<file path="src/rtl/bcs_pkg.sv">
package bcs_pkg;
  typedef enum logic {
    ORD_UP  = 1'b0,
    ORD_XOR = 1'b1
  } beat_order_e;

  localparam int LEN_CODE_W = 3;
  localparam int FIXED_CODES = 4;
endpackage

</file>
<file path="src/rtl/bcs_ctrl.sv">
module bcs_ctrl
  import bcs_pkg::*;
#(
  parameter int COL_W = 10
) (
  input  logic                  clk,
  input  logic                  rst_n,
  input  logic                  start,
  input  logic [COL_W-1:0]      start_col,
  input  logic [LEN_CODE_W-1:0] len_code,
  input  logic                  burst_ilv,
  input  logic                  term,
  output logic [COL_W-1:0]      cur_base,
  output logic [COL_W-1:0]      cur_idx,
  output logic [COL_W-1:0]      cur_mask,
  output beat_order_e           cur_order,
  output logic                  cur_full,
  output logic                  beat_vld,
  output logic                  last_beat
);
  localparam logic [COL_W-1:0] ONE = 1;

  logic             active_q;
  logic [COL_W-1:0] base_q, idx_q, mask_q;
  logic             full_q;
  beat_order_e      order_q;

  logic             dec_full;
  logic [COL_W-1:0] dec_mask;

  always_comb begin
    dec_full = (len_code >= LEN_CODE_W'(FIXED_CODES));
    for (int i = 0; i < COL_W; i++) begin
      dec_mask[i] = dec_full || (i < int'(len_code));
    end
  end

  always_comb begin
    if (start) begin
      cur_base  = start_col;
      cur_idx   = '0;
      cur_mask  = dec_mask;
      cur_full  = dec_full;
      cur_order = (burst_ilv && !dec_full) ? ORD_XOR : ORD_UP;
    end else begin
      cur_base  = base_q;
      cur_idx   = idx_q;
      cur_mask  = mask_q;
      cur_full  = full_q;
      cur_order = order_q;
    end
    beat_vld  = start || active_q;
    last_beat = beat_vld && (cur_full ? term : (cur_idx == cur_mask));
  end

  always_ff @(posedge clk) begin
    if (!rst_n) begin
      active_q <= 1'b0;
      base_q   <= '0;
      idx_q    <= '0;
      mask_q   <= '0;
      full_q   <= 1'b0;
      order_q  <= ORD_UP;
    end else if (beat_vld) begin
      active_q <= !last_beat;
      base_q   <= cur_base;
      idx_q    <= cur_idx + ONE;
      mask_q   <= cur_mask;
      full_q   <= cur_full;
      order_q  <= cur_order;
    end
  end

  p_start_vld_r2: assert property (@(posedge clk) disable iff (!rst_n)
    start |-> beat_vld);

  p_stop_after_last_r6: assert property (@(posedge clk) disable iff (!rst_n)
    (last_beat && !start) |=> (!beat_vld || start));

  p_last_needs_vld_r6: assert property (@(posedge clk) disable iff (!rst_n)
    last_beat |-> beat_vld);
endmodule

</file>
<file path="src/rtl/bcs_addr_gen.sv">
module bcs_addr_gen
  import bcs_pkg::*;
#(
  parameter int COL_W = 10
) (
  input  logic [COL_W-1:0] base,
  input  logic [COL_W-1:0] idx,
  input  logic [COL_W-1:0] mask,
  input  beat_order_e      order,
  output logic [COL_W-1:0] col
);
  logic [COL_W-1:0] low_up, low_xor, low_sel;

  always_comb begin
    low_up  = base + idx;
    low_xor = base ^ idx;
    low_sel = (order == ORD_XOR) ? low_xor : low_up;
    col     = (base & ~mask) | (low_sel & mask);
  end

  always_comb begin
    if (idx == '0) begin
      a_first_is_base_r2: assert (col == base);
    end
  end
endmodule

</file>
<file path="src/rtl/burst_col_seq.sv">
module burst_col_seq
  import bcs_pkg::*;
#(
  parameter int COL_W = 10
) (
  input  logic                  clk,
  input  logic                  rst_n,
  input  logic                  start,
  input  logic [COL_W-1:0]      start_col,
  input  logic [LEN_CODE_W-1:0] len_code,
  input  logic                  burst_ilv,
  input  logic                  term,
  output logic [COL_W-1:0]      col,
  output logic                  beat_vld,
  output logic                  last_beat
);
  logic [COL_W-1:0] cur_base, cur_idx, cur_mask;
  beat_order_e      cur_order;
  logic             cur_full;

  bcs_ctrl #(.COL_W(COL_W)) u_ctrl (
    .clk       (clk),
    .rst_n     (rst_n),
    .start     (start),
    .start_col (start_col),
    .len_code  (len_code),
    .burst_ilv (burst_ilv),
    .term      (term),
    .cur_base  (cur_base),
    .cur_idx   (cur_idx),
    .cur_mask  (cur_mask),
    .cur_order (cur_order),
    .cur_full  (cur_full),
    .beat_vld  (beat_vld),
    .last_beat (last_beat)
  );

  bcs_addr_gen #(.COL_W(COL_W)) u_addr (
    .base  (cur_base),
    .idx   (cur_idx),
    .mask  (cur_mask),
    .order (cur_order),
    .col   (col)
  );

  p_start_col_r2: assert property (@(posedge clk) disable iff (!rst_n)
    start |-> (col == start_col));

  p_block_fixed_r5: assert property (@(posedge clk) disable iff (!rst_n)
    (beat_vld && !start && !cur_full && $past(beat_vld && !last_beat))
      |-> (((col ^ $past(col)) & ~cur_mask) == '0));

  p_len1_single_r7: assert property (@(posedge clk) disable iff (!rst_n)
    (start && len_code == '0) |-> (last_beat && col == start_col));

  p_full_step_r8: assert property (@(posedge clk) disable iff (!rst_n)
    (beat_vld && !start && cur_full && $past(beat_vld && !last_beat))
      |-> (col == $past(col) + COL_W'(1)));

  p_term_ends_r9: assert property (@(posedge clk) disable iff (!rst_n)
    (beat_vld && cur_full && term) |-> last_beat);
endmodule

</file>
<file path="config.mk">
export PLATFORM = sky130hd
export DESIGN_NAME = burst_col_seq
export DESIGN_NICKNAME = d
export VERILOG_FILES = /design/src/rtl/bcs_pkg.sv /design/src/rtl/bcs_ctrl.sv /design/src/rtl/bcs_addr_gen.sv /design/src/rtl/burst_col_seq.sv
export SDC_FILE = /design/constraint.sdc
export NUM_CORES = 1
export LEC_CHECK = 0
export BUFFER_PORTS_ARGS = -buffer_cell sky130_fd_sc_hd__buf_2
export CAP_MARGIN = 25
export CORE_MARGIN = 2
export CORE_UTILIZATION = 40
export DETAILED_ROUTE_END_ITERATION = 8
export GPL_TIMING_DRIVEN = 0
export PLACE_DENSITY = 0.59
export SYNTH_ARGS = -nofsm -noshare
export SYNTH_HDL_FRONTEND = slang
export SYNTH_HIERARCHICAL = 1
export SYNTH_SLANG_ARGS = --single-unit
</file>
<file path="constraint.sdc">
create_clock -name clk -period 3.45 [get_ports clk]
set_clock_uncertainty 0.1 [all_clocks]
set_input_delay 0.345 -clock clk [delete_from_list [all_inputs] [get_ports clk]]
set_output_delay 0.345 -clock clk [all_outputs]
set_load 0.02 [all_outputs]
</file>
==> impl_metrics.tcl <==
set metrics [dict create \
    status "finished clean" \
    final_area_sq_um 2620 \
    r2r_setup_slack_ns 1.60 \
    nNetsFinal 326 \
    netlist_area_sq_um 2231 \
    path_class "in2out" \
    yosysSeqAreaShare 0.2961 \
    final_common_cell "dfxtp_1" \
    die-height_microns 78.68 \
    grt_busiest_layer "met2" \
    holdPathEnd "u_ctrl/idx_q[1]" \
    synth_fp_nets 290 \
    synth-seq-cells 33 \
    p_leak_nw 1.078 \
    crit_arrival_ns 2.83 \
    antenna_found_initial 0 \
    cp_max_fo 10 \
    holdCritStartpoint "rst_n" \
    yosys.area.top_type_share 0.2961 \
    design.die.area_sq_um 6191 \
    root_buffer "clkbuf_8" \
    grt.total_usage 0.1973 \
    fin_crit_sh 0.9503 \
    cts_buffers 5 \
    n_fill_cell 552 \
    layout-drive-gt1-share 0.2148 \
    cts_tree "done" \
    startpoint_type "input port" \
    viasPerCell 5.335 \
    use_met2 0.3154 \
    routabilityCongestion 0.8607 \
    num_vias 1974 \
    clk-insertion-delay-late_ns 0.29 \
    synth_area_leader_cell "dfxtp_1" \
    whs_ns 0.2338 \
    worst_slew_pin_slew_ns 0.5737 \
    slowest_delay_ns 0.39 \
    drv_slew 0 \
    synth_warnings 6 \
    finalSetupViolations 0 \
    cpMostUsedCell "buf_6" \
    ys_top_cells_by_area "dfxtp_1, and2_1, ha_1, mux2_2, xnor2_1" \
    max_slew_margin 0.6135 \
    wl_per_cell_microns 15.07 \
    hold_depth 2 \
    core-area_sq_um 5439 \
    port_buffers 28 \
    grt_use_met3 0.04253 \
    fmax_mhz 305.0 \
    grt.overflow.total 0 \
    hold_buffers 0 \
    r2r_end "u_ctrl/idx_q[6]" \
    pin_count 30 \
    hpwl_microns 4141 \
    powerDensity_nw_per_um2 383.8 \
    synth_edf_count 0 \
    drc 0 \
    detail-route-antenna-nets 0 \
    fp.dieW_microns 78.68 \
    synth_top_flop_cell "dfxtp_1" \
    post_cts_buffers 0 \
    dr.first_iter.drc_count 144 \
    postRouteWirelength_microns 5575 \
    worst_ir_drop_vdd_mv 0.2039 \
    worst_setup_path_end_kind "primary output" \
    max_cap_violations 0 \
    finalWorstSetupSlack_ns 0.1714 \
    use_met1 0.2648 \
    r2r_cells 5 \
    initial_core_util 0.4102 \
    post-place-ws_ns -0.1254 \
    cpMaxStageDelayCell "fa_1" \
    layout_common_cells "dfxtp_1, buf_2, and2_1, o21ai_0, nor2_1" \
    dpl_cell_area_sq_um 2466 \
    async_flop_share 0 \
    rows 27 \
    cp.required_ns 3.00 \
    cts_buffer_depth 2 \
    critPathLaunch "start" \
    syn2layout_area_growth_pct 17.44 \
    hold_path_class "in2reg" \
    htreeDepth 2 \
    ys_types 53 \
    cts_sinks 33 \
    grt_pass1_wl_microns 9411 \
    grt_max_degree 11 \
    final.min_clock_period_ns 3.279 \
    grt_setup_unrepaired "false" \
    diodes 0 \
    syn_avg_cell_area_sq_um 8.547 \
    grt_pass1_vias 1873 \
    clk_pin_slew_worst_paths_ns 0.07 \
    path_cells "buf_6, buf_6, buf_8, mux2_2, ha_2, fa_1, a21o_1, a31o_2, o22ai_2, o21ai_0, a31oi_1, buf_4" \
    worstReg2RegStart "u_ctrl/idx_q[1]" \
    finalHoldViolCount 0 \
    drt_first_pass_iters 4 \
    synth_cells 261 \
]
## state kept, by name (all words and copies together), names as in the netlist
register,cells
u_ctrl/base_q,10
u_ctrl/mask_q,10
u_ctrl/idx_q,10
u_ctrl/full_q,1
u_ctrl/active_q,1
u_ctrl/order_q,1
## critical path, delay by kind of cell
kind | cells | cell delay [ns]
AO/OA/AOI/OAI | 5 | 0.89
buffers and inverters | 4 | 0.61
adder cells (fa/ha/maj) | 2 | 0.61
multiplexers | 1 | 0.36
## cells by family after synthesis
logic type      Yosys count  share of synthesized area
simple gates            104                     0.2715
flops                    33                     0.2961
fa+ha+maj                11                    0.06506
compound gates           62                     0.1935
buf+inv                  21                    0.04262
xor+xnor                 17                    0.06674
mux                      13                    0.06450
## cell type report
| type | instances | area [sq um] | share of cell area |
|---|---|---|---|
| multi-input cells | 207 | 1499 | 0.5721 |
| flip-flops and latches | 33 | 660.6 | 0.2521 |
| repair buffers | 29 | 147.6 | 0.05635 |
| well taps | 72 | 90.09 | 0.03438 |
| clock buffers | 7 | 86.33 | 0.03295 |
| plain buffers | 10 | 65.06 | 0.02483 |
| inverters | 11 | 41.29 | 0.01576 |
| clock inverters | 1 | 30.03 | 0.01146 |
## Yosys cell counts, drive strengths merged (5+ instances only)
library cell	number
a21oi	14
a31oi	5
and2	28
clkbuf	7
dfxtp	33
ha	10
inv	11
mux2	11
nand2	11
nand2b	5
nand4	7
nor2	17
nor2b	17
o21ai	20
xnor2	13
## how the worst max path moves through the flow
stage               slack [ns]     end  cells after the start
floorplan                 0.17  col[8]                     11
finish                    0.17  col[8]                     12
global placement         -0.15  col[8]                     12
detailed placement       -0.13  col[6]                     12
CTS                       0.03  col[8]                     12
global route             0.007  col[8]                     12
## power by group
part | switching [mW] | leakage (nW) | internal (mW) | total [mW]
Combinational | 0.118 | 0.748 | 0.0889 | 0.207
Clock | 0.152 | 0.0585 | 0.236 | 0.387
Sequential | 0.0124 | 0.271 | 0.399 | 0.411
## timing repair
item	in CTS	in global routing
gates resized for setup	2	10
endpoints found under the setup margin	3	3
pin swaps	0	1
## per-stage QoR
| step | utilization | cells | total power [mW] | TNS (ns) |
|---|---|---|---|---|
| 6_report | 0.4817 | 370 | 1.006 | 0 |
| 5_1_grt | 0.4817 | 370 | 1.064 | 0 |
| 4_1_cts | 0.4760 | 370 | 1.014 | 0 |
| 3_5_place_dp | 0.4534 | 362 | 0.6213 | -0.3267 |
| 3_3_place_gp | 0.4525 | 361 | 0.6189 | -0.3392 |
| 2_1_floorplan | - | 261 | 0.5611 | 0 |
## per-layer routing
metal | vias up | part of all wire
met5 | - | 0
met4 | 0 | 0.011
met3 | 7 | 0.047
met2 | 47 | 0.47
met1 | 922 | 0.47
li1 | 998 | -
Note: power is estimated with default switching activity, not from simulation.
